### config.mk
export PLATFORM = sky130hd
export DESIGN_NAME = bch_syn_expand
export DESIGN_NICKNAME = d
export VERILOG_FILES = /design/src/rtl/bchsx_pkg.sv /design/src/rtl/bchsx_seq.sv /design/src/rtl/bchsx_eval.sv /design/src/rtl/bchsx_bank.sv /design/src/rtl/bch_syn_expand.sv
export SDC_FILE = /design/constraint.sdc
export NUM_CORES = 1
export LEC_CHECK = 0
export BUFFER_PORTS_ARGS = -buffer_cell sky130_fd_sc_hd__buf_2
export CAP_MARGIN = 20
export CORE_ASPECT_RATIO = 1.4
export CORE_MARGIN = 4
export CORE_UTILIZATION = 40
export CTS_CLUSTER_DIAMETER = 40
export DETAILED_ROUTE_END_ITERATION = 12
export HOLD_SLACK_MARGIN = 0.05
export PLACE_DENSITY_LB_ADDON = 0.25
export SYNTH_ARGS = -nofsm -noshare
export SYNTH_HDL_FRONTEND = slang
export SYNTH_SLANG_ARGS = --single-unit
### constraint.sdc
create_clock -name clk -period 12.4 [get_ports clk]
set_input_delay 3.72 -clock clk [delete_from_list [all_inputs] [get_ports clk]]
set_output_delay 3.72 -clock clk [all_outputs]
set_load 0.01 [all_outputs]
### src/rtl/bchsx_pkg.sv
package bchsx_pkg;
  parameter int SX_M = 13;
  typedef logic [SX_M-1:0] gf_t;

  typedef enum logic [1:0] {SX_IDLE, SX_ODD, SX_EVEN, SX_FIN} sx_state_e;

  // multiply by alpha, reduced by the low bits of the primitive polynomial
  function automatic gf_t gf_xtime(gf_t x, gf_t poly);
    return {x[SX_M-2:0], 1'b0} ^ (x[SX_M-1] ? poly : '0);
  endfunction

  // shift-and-add field product, MSB of b first
  function automatic gf_t gf_mul(gf_t a, gf_t b, gf_t poly);
    gf_t p;
    p = '0;
    for (int k = SX_M - 1; k >= 0; k--) begin
      p = gf_xtime(p, poly);
      if (b[k]) p = p ^ a;
    end
    return p;
  endfunction

  function automatic logic [4:0] cap_decode(logic [2:0] code);
    case (code)
      3'd0:    return 5'd2;
      3'd1:    return 5'd4;
      3'd2:    return 5'd8;
      3'd3:    return 5'd12;
      default: return 5'd24;
    endcase
  endfunction
endpackage

### src/rtl/bchsx_seq.sv
module bchsx_seq
  import bchsx_pkg::*;
#(
  parameter int TMAX = 24,
  parameter int CW   = $clog2(TMAX + 1),
  parameter int BW   = $clog2(SX_M)
) (
  input  logic          clk,
  input  logic          rst_n,
  input  logic          start,
  input  logic [2:0]    cap_sel,
  output logic          busy,
  output logic          done,
  output logic          accept,
  output logic          odd_step,
  output logic          odd_last,
  output logic [CW-1:0] idx,
  output logic [BW-1:0] bit_sel,
  output logic          even_step,
  output logic [CW-1:0] jdx
);
  sx_state_e     state_q, state_d;
  logic [CW-1:0] t_q, t_new;
  logic [CW-1:0] idx_q, idx_d;
  logic [BW-1:0] bit_q, bit_d;
  logic [CW-1:0] j_q, j_d;
  logic [4:0]    t_dec;

  assign t_dec = cap_decode(cap_sel);
  assign t_new = (int'(t_dec) > TMAX) ? CW'(TMAX) : CW'(t_dec);

  always_comb begin
    state_d = state_q;
    idx_d   = idx_q;
    bit_d   = bit_q;
    j_d     = j_q;
    accept  = 1'b0;
    case (state_q)
      SX_IDLE: if (start) begin
        accept  = 1'b1;
        state_d = SX_ODD;
        idx_d   = '0;
        bit_d   = BW'(SX_M - 1);
      end
      SX_ODD: begin
        if (bit_q == '0) begin
          bit_d = BW'(SX_M - 1);
          if (idx_q == t_q - 1'b1) begin
            state_d = SX_EVEN;
            j_d     = CW'(1);
          end else begin
            idx_d = idx_q + 1'b1;
          end
        end else begin
          bit_d = bit_q - 1'b1;
        end
      end
      SX_EVEN: begin
        if (j_q == t_q) state_d = SX_FIN;
        else            j_d     = j_q + 1'b1;
      end
      default: state_d = SX_IDLE;
    endcase
  end

  always_ff @(posedge clk or negedge rst_n) begin
    if (!rst_n) begin
      state_q <= SX_IDLE;
      idx_q   <= '0;
      bit_q   <= '0;
      j_q     <= '0;
    end else begin
      state_q <= state_d;
      idx_q   <= idx_d;
      bit_q   <= bit_d;
      j_q     <= j_d;
    end
  end

  always_ff @(posedge clk or negedge rst_n) begin
    if (!rst_n)      t_q <= '0;
    else if (accept) t_q <= t_new;
  end

  assign busy      = (state_q != SX_IDLE);
  assign done      = (state_q == SX_FIN);
  assign odd_step  = (state_q == SX_ODD);
  assign odd_last  = odd_step && (bit_q == '0);
  assign even_step = (state_q == SX_EVEN);
  assign idx       = idx_q;
  assign bit_sel   = bit_q;
  assign jdx       = j_q;
endmodule

### src/rtl/bchsx_eval.sv
module bchsx_eval
  import bchsx_pkg::*;
#(
  parameter gf_t POLY = 13'h001B,
  parameter int  BW   = $clog2(SX_M)
) (
  input  logic          clk,
  input  logic          rst_n,
  input  logic          clr,
  input  logic          step,
  input  logic          last,
  input  logic          half_sel,
  input  logic [BW-1:0] bit_sel,
  input  logic [31:0]   rem_word,
  output gf_t           result
);
  gf_t  acc_q, beta_q, acc_d, beta_d, half;
  logic rbit;
  logic unused_rem;

  assign unused_rem = ^{rem_word[31:29], rem_word[15:13]};
  assign half   = half_sel ? rem_word[16 +: SX_M] : rem_word[0 +: SX_M];
  assign rbit   = half[bit_sel];
  // one Horner step: acc * alpha^(2i+1) + r_b
  assign acc_d  = gf_mul(acc_q, beta_q, POLY) ^ gf_t'(rbit);
  assign beta_d = gf_xtime(gf_xtime(beta_q, POLY), POLY);
  assign result = acc_d;

  always_ff @(posedge clk or negedge rst_n) begin
    if (!rst_n) begin
      acc_q  <= '0;
      beta_q <= gf_t'(2);
    end else if (clr) begin
      acc_q  <= '0;
      beta_q <= gf_t'(2);
    end else if (step) begin
      if (last) begin
        acc_q  <= '0;
        beta_q <= beta_d;
      end else begin
        acc_q  <= acc_d;
      end
    end
  end
endmodule

### src/rtl/bchsx_bank.sv
module bchsx_bank
  import bchsx_pkg::*;
#(
  parameter int  TMAX = 24,
  parameter gf_t POLY = 13'h001B,
  parameter int  CW   = $clog2(TMAX + 1),
  parameter int  NSYN = 2 * TMAX
) (
  input  logic                 clk,
  input  logic                 rst_n,
  input  logic                 clr,
  input  logic                 odd_wr,
  input  logic [CW-1:0]        odd_idx,
  input  gf_t                  odd_val,
  input  logic                 even_wr,
  input  logic [CW-1:0]        jdx,
  output logic [NSYN*SX_M-1:0] syn_flat
);
  gf_t syn_q [NSYN];
  gf_t sq_src, sq_val;
  logic [CW-1:0] src_idx;

  assign src_idx = jdx - 1'b1;
  assign sq_src  = syn_q[src_idx];
  assign sq_val  = gf_mul(sq_src, sq_src, POLY);

  for (genvar g = 0; g < NSYN; g++) begin : g_ent
    logic we;
    gf_t  wd;
    if (g % 2 == 0) begin : g_odd
      assign we = odd_wr && (int'(odd_idx) == g / 2);
      assign wd = odd_val;
    end else begin : g_even
      assign we = even_wr && (int'(jdx) == (g + 1) / 2);
      assign wd = sq_val;
    end
    always_ff @(posedge clk or negedge rst_n) begin
      if (!rst_n)   syn_q[g] <= '0;
      else if (clr) syn_q[g] <= '0;
      else if (we)  syn_q[g] <= wd;
    end
    assign syn_flat[g*SX_M +: SX_M] = syn_q[g];
  end
endmodule

### src/rtl/bch_syn_expand.sv
module bch_syn_expand
  import bchsx_pkg::*;
#(
  parameter int  TMAX = 24,
  parameter gf_t POLY = 13'h001B,
  localparam int CW   = $clog2(TMAX + 1),
  localparam int AW   = CW - 1,
  localparam int BW   = $clog2(SX_M),
  localparam int NSYN = 2 * TMAX
) (
  input  logic                 clk,
  input  logic                 rst_n,
  input  logic                 start,
  input  logic [2:0]           cap_sel,
  output logic [AW-1:0]        rem_addr,
  input  logic [31:0]          rem_word,
  output logic                 busy,
  output logic                 done,
  output logic [NSYN*SX_M-1:0] syn_o
);
  logic          accept, odd_step, odd_last, even_step;
  logic [CW-1:0] idx, jdx;
  logic [BW-1:0] bit_sel;
  gf_t           odd_val;

  bchsx_seq #(.TMAX(TMAX), .CW(CW), .BW(BW)) seq_i (
    .clk(clk), .rst_n(rst_n), .start(start), .cap_sel(cap_sel),
    .busy(busy), .done(done), .accept(accept), .odd_step(odd_step),
    .odd_last(odd_last), .idx(idx), .bit_sel(bit_sel),
    .even_step(even_step), .jdx(jdx)
  );

  assign rem_addr = idx[CW-1:1];

  bchsx_eval #(.POLY(POLY), .BW(BW)) eval_i (
    .clk(clk), .rst_n(rst_n), .clr(accept), .step(odd_step),
    .last(odd_last), .half_sel(idx[0]), .bit_sel(bit_sel),
    .rem_word(rem_word), .result(odd_val)
  );

  bchsx_bank #(.TMAX(TMAX), .POLY(POLY), .CW(CW), .NSYN(NSYN)) bank_i (
    .clk(clk), .rst_n(rst_n), .clr(accept), .odd_wr(odd_last),
    .odd_idx(idx), .odd_val(odd_val), .even_wr(even_step), .jdx(jdx),
    .syn_flat(syn_o)
  );
endmodule

**Yosys cells after proc, flatten, opt, wreduce, memory -nomap -nowiden**

Cells that the tools add are included.

- Register bits after elaboration: 671
- Input bits: 38
- Output and inout bits: 630
- Word-level logic and storage cells: 467

- Add/subtract/negate cells: 5
- $lt $le $gt $ge: 3
- Equality and inequality tests: 61
- Muxes and demuxes: 180
- Bitwise logic cells: 52
- Reduce and logical (&&, ||, !) cells: 111

Operators with widths:

| operator | number |
|---|---|
| $mux 13 | 131 |
| $xor 13x13->13 | 50 |
| $mux 5 | 33 |
| $eq 5x5->1 const B | 32 |
| $reduce_bool 2->1 | 53 |
| $bmux 13 s6 | 1 |
| $logic_and 1x1->1 | 49 |
| $eq 5x4->1 const B | 9 |
| $eq 5x3->1 const B | 4 |
| $pmux 5 s2 | 2 |
| $pmux 5 s4 | 1 |
| $xor 13x1->13 | 1 |
| $ne 2x2->1 const B | 6 |
| $reduce_and 4->1 | 3 |
| $add 5x1->5 const B | 2 |
| $eq 5x2->1 const B | 2 |
| $eq 5x5->1 | 2 |
| $sub 5x1->5 const B | 2 |
| $mux 2 | 4 |
| $mux 4 | 2 |
| $pmux 4 s2 | 1 |
| $ge 6x7->1 const B | 1 |
| $eq 3x2->1 const B | 2 |
| $not 5->6 | 1 |
| other kinds (14) | 18 |

**Depth between registers and ports, before layout**

- Word-level depth: 56
- Gate-level depth with buffers: 22
- Depth with buffers taken out: 14

**Cells and area by module**

From an unflattened synthesis, not the netlist that was laid out.

- Cells, all modules: 3706
- Area total of the unflattened synthesis: 34460.6 sq um

By module, submodules not included:

| module | instances | cells each | area each (sq um) | sequential area each (sq um) |
|---|---|---|---|---|
| bchsx_bank | 1 | 3003 | 28961.5 | 15615.0 |
| bchsx_eval | 1 | 539 | 4065.1 | 651.9 |
| bchsx_seq | 1 | 164 | 1433.9 | 500.5 |

**Worst setup path after synthesis**

Ideal clock, no wire load.

- Path type: input -> register
- Start point: input rem_word[19]
- End point: register bank_i.syn_q, in the netlist bank_i.syn_flat[520]
- Setup time: 132 ps
- Data arrival time: 5751 ps
- Data required time: 12268 ps
- Slack: 6517 ps
- Cell stages on the path: 9
- Buffers on the path: 1
- Cell sequence: mux4_2 -> mux4_2 -> o21a_1 -> xnor2_1 -> xnor2_1 -> clkbuf_1 -> nor2_1 -> a21oi_1 -> nor2_1

- Cells in the longest elaborated chain, start to end: 6

RTL lines:

| item | line | text |
|---|---|---|
| start, declared | bch_syn_expand.sv:16 | `input logic [31:0] rem_word,` |
| $mux 13 | bchsx_eval.sv:22 | `assign half = half_sel ? rem_word[16 +: SX_M] : rem_word[0 +: SX_M];` |
| $bmux 1 s4 | bchsx_eval.sv:23 | `assign rbit = half[bit_sel];` |
| $mux 1 (implied by the code) | bchsx_eval.sv:23 |  |
| $xor 13x1->13 | bchsx_eval.sv:25 | `assign acc_d = gf_mul(acc_q, beta_q, POLY) ^ gf_t'(rbit);` |
| $mux 13 | bchsx_bank.sv:40 | `else if (we) syn_q[g] <= wd;` |
| $mux 13 | bchsx_bank.sv:39 | `else if (clr) syn_q[g] <= '0;` |
| end signal, assigned by index | bchsx_bank.sv:40 |  |
| end, declared | bchsx_bank.sv:19 | `gf_t syn_q [NSYN];` |

No other way between the ends. The select of a mux whose other input is x is not followed.
A chain may end at the register's enable or synchronous reset.

**Worst setup path after layout**

- Start point: register seq_i.j_q[0] (netlist: seq_i.jdx[0])
- End point: register bank_i.syn_q, in the netlist bank_i.syn_flat[276]

- Cells in the longest elaborated chain, start to end: 46
- Elaborated cells on any way between the ends: 53
- Those cells by class: add/sub (1); eq/ne (1); mux (24); bitwise (25); reduce/logical (2)

RTL lines:

| item | line | text |
|---|---|---|
| start, declared | bchsx_seq.sv:26 | `logic [CW-1:0] j_q, j_d;` |
| start signal, assigned | bchsx_seq.sv:76 | `j_q <= j_d;` |
| $sub 5x1->5 | bchsx_bank.sv:23 | `assign src_idx = jdx - 1'b1;` |
| $not 5->6 (implied by the code) | bchsx_bank.sv:24 | `assign sq_src = syn_q[src_idx];` |
| $bmux 13 s6 | bchsx_bank.sv:24 |  |
| $mux 13 (implied by the code) (2 in a row) | bchsx_bank.sv:24 |  |
| $mux 13 | bchsx_pkg.sv:18 | `if (b[k]) p = p ^ a;` |
| $mux 5 / $xor 13x13->13 (equally long branches) | bchsx_pkg.sv:9 | `return {x[SX_M-2:0], 1'b0} ^ (x[SX_M-1] ? poly : '0);` |
| $xor 13x13->13, on equally long branches | bchsx_pkg.sv:9, bchsx_pkg.sv:18 |  |
| $xor 13x13->13 / $mux 13 (equally long branches) | bchsx_pkg.sv:18 |  |
| [... 29 more ...] | - |  |
| $xor 13x13->13, on equally long branches | bchsx_pkg.sv:9, bchsx_pkg.sv:18 |  |
| $xor 13x13->13 / $mux 13 (equally long branches) | bchsx_pkg.sv:18 |  |
| $mux 13 / $mux 5 (equally long branches) | bchsx_pkg.sv:18, bchsx_pkg.sv:9 |  |
| $xor 13x13->13 | bchsx_pkg.sv:9 |  |
| $xor 13x13->13 | bchsx_pkg.sv:18 |  |
| $mux 13 | bchsx_pkg.sv:18 |  |
| $mux 13 | bchsx_bank.sv:40 |  |
| $mux 13 | bchsx_bank.sv:39 |  |

Several ways; a longest one is shown, not always the timed one. The select of a mux whose other input is x is not followed.

==> impl_results.md <==
* Least-Margin Pin Slew at 1.21 ns
* Share of layout cells above drive strength 1 at 31.3%
* DRC at 0
* Cells after Synth at 3220
* Sequential fraction of the synthesis area at 51.1%
* Vias in the first global route at 28300
* Min-delay worst type: flop to flop
* Ports at 668
* Crit Reg-Reg Endpoint: bank_i.syn_flat[276]
* GP Congestion at 0.908
* Fmax at 0.161 GHz
* Post-detail-place hpwl at 107000 um
* Clk Latency, worst-skew pair at 0.68 ns
* Crit. End Element: flop
* Die area at 86800 um^2
* Area Overhead vs Synth at 24.7%
* Startpoint types: flop
* Pwr Density at 270 nW/um^2
* Vias at 29100
* Final hold viol count at 0
* Hold depth at 2
* Hold path startpoint: bank_i.syn_flat[460]
* Pin count of the biggest net entering global routing at 172
* Largest area contributor in the netlist: dfrtp_1
* Mapped Nets at 3276
* Worst vdd ir at 0.916 mV
* PostCTS Resize Cnt at 0
* Req. time, crit path at 12.98 ns
* Layout Utilization at 50.2%
* WL per Instance at 30.6 um
* Vias per inst at 5.87
* FP Rows at 124
* Rel. slew slack at 19.0%
* Synth warn at 0
* Initial antenna violation count at 9
* TritonCTS Buffers at 98
* Port Buffers at 661
* Most used DFF post-synth: dfrtp_1
* Syn avg cell area at 10.2 um^2
* R2r setup slk at 6.17 ns
* Register bit total from synthesis at 670
* Origin of the critical flop-to-flop path: seq_i.jdx[0]
* Post-synth ARST share at 100%
* Worst-path clk slew at 0.06 ns
* Total gr overflow at 0
* CP arrival at 6.81 ns
* Hold worst-path end: bank_i.syn_flat[460]
* Post-CTS setup buffer count at 0
* Total Nets Final at 3857
* Clock Sinks at 670
* Final period util at 50.2%
* Distinct cell type count of the synthesized netlist at 64
* Clock Root Buffer: clkbuf_16
* Final TNS setup at 0 ns
* Die Ht at 347 um
* Number of synthesized flops with an enable pin at 0
* Maximum capacitance violations at 0
* Minimum clock period at 6.23 ns
* Synth top cells by count: dfrtp_1 (669), nand2_1 (508), nor2_1 (392)
* Clock Skews at 0.0430 ns
* Slew Viols, Final at 0
* RSZ-0062 raised after global routing: false
* Leak Pwr at 18.5 nW
* TritonCTS clock tree: yes
* CTS Buffer Depth at 3
* Reg2reg path depth at 10
* H-tree depth at 3
* Drt first pass iters at 6
* Die Wd at 250 um
* Crit-path max FO at 56
* Top-count cell post-synth: dfrtp_1
* CORE AREA at 81600 um^2
* # hold bufs at CTS at 0
* Initial Utilization at 40.2%
* WS Path Type: flop to flop
* DR iter-0 viols at 2880
* Final setup fails at 0
* Post-synth top area share at 51.0%
* Filler Cells Inserted at 7591
* Outcome: complete, no violations
* Total global routing track utilization at 33.9%
* Synth top area cells: dfrtp_1 (51%), mux4_2 (8.6%), nand2_1 (5.8%)
* Antenna Nets Post-Route at 0
* Detailed Route WL at 151000 um
* Post-synthesis instance area at 32800 um^2
* First-pass GRT wire length at 215000 um
==> layer usage <==
layer | vias to the layer above | GRT usage [%] | routed length (um)
met5 | - | 0 | 64
li1 | 12300 | - | -
met3 | 415 | 10.3 | 15600
met1 | 14600 | 40.4 | 54300
met4 | 10 | 17.5 | 9870
met2 | 1695 | 55.7 | 71600
==> critical path: stages, from the launching register on <==
cell and delay, ns:
dfrtp_4 0.65, inv_1 0.21, ha_4 0.82, buf_4 0.82
mux4_2 0.50, mux4_2 0.48, mux2i_1 0.81, xnor2_2 0.40
xor2_4 0.99, nor2_1 0.13, nor2_1 0.15
==> final cells by class <==
cell class / instances / area (um^2) / area share [%]
flip-flops and latches: 670 / 16800 / 40.9
multi-input cells: 2263 / 15200 / 37.0
repair buffers: 749 / 4100 / 10.0
clock buffers: 112 / 2570 / 6.29
well taps: 1071 / 1340 / 3.27
clock inverters: 72 / 937 / 2.29
inverters: 19 / 71.3 / 0.174
diodes: 1 / 2.50 / 0.00611
==> power breakdown <==
part	internal, mW	switching (mW)	leakage [nW]
clock network	1.79	1.18	1.67
logic	1.30	4.34	8.89
registers	2.31	0.128	7.98
total	5.40	5.65	18.5
==> per-stage QoR <==
stage	worst slack [ns]	instances	hold WS (ns)	area, um^2	power (mW)
final	6.17	4957	0.485	41000	11.0
after global routing	5.97	4956	0.516	41000	11.4
after CTS	6.28	4953	0.485	40900	11.0
after detailed placement	5.59	4769	0.471	37400	8.04
after global placement	5.60	4766	0.458	37300	8.02
after floorplan	6.52	3220	0.507	32800	5.25
==> how the worst max path moves through the flow <==
stage	startpoint	to	slack [ns]	depth (start not counted)
3_3_place_gp	start	seq_i.idx[3]	5.60	8
6_report	seq_i.jdx[0]	bank_i.syn_flat[276]	6.17	10
5_1_grt	start	seq_i.idx[3]	5.97	8
2_1_floorplan	rem_word[19]	bank_i.syn_flat[520]	6.52	9
3_5_place_dp	start	seq_i.idx[3]	5.59	8
4_1_cts	start	seq_i.idx[3]	6.28	8
==> state kept, by name (all words and copies together) (netlist names) <==
signal / flops
bank_i.syn_flat: 624
eval_i.acc_q: 13
eval_i.beta_q: 13
seq_i.bit_sel: 4
seq_i.idx: 5
seq_i.jdx: 5
seq_i.state_q: 2
seq_i.t_q: 4
==> cells by family after synthesis <==
kind of cell,share of synthesized area (%)
mux,12.8
simple gates,14.2
buf+inv,3.68
flops,51.1
compound gates,11.4
xor+xnor,6.18
fa+ha+maj,0.686
==> layout by cell type (no fill, tap or decap), types with 14 or more instances in the layout <==
master,n
inv_6,16
a311oi_1,17
a22o_1,14
buf_4,80
a21oi_2,16
nand4_1,14
buf_2,660
a21oi_1,159
clkbuf_16,98
nor2_1,391
mux4_2,126
mux2i_1,27
o31ai_1,32
inv_1,19
a211oi_1,51
mux2_2,94
xor2_1,55
o21ai_0,319
dfrtp_1,668
xnor2_1,138
nand3_1,134
clkinvlp_4,16
nand2_1,506
ha_1,17
(Power assumes the default switching activity.)
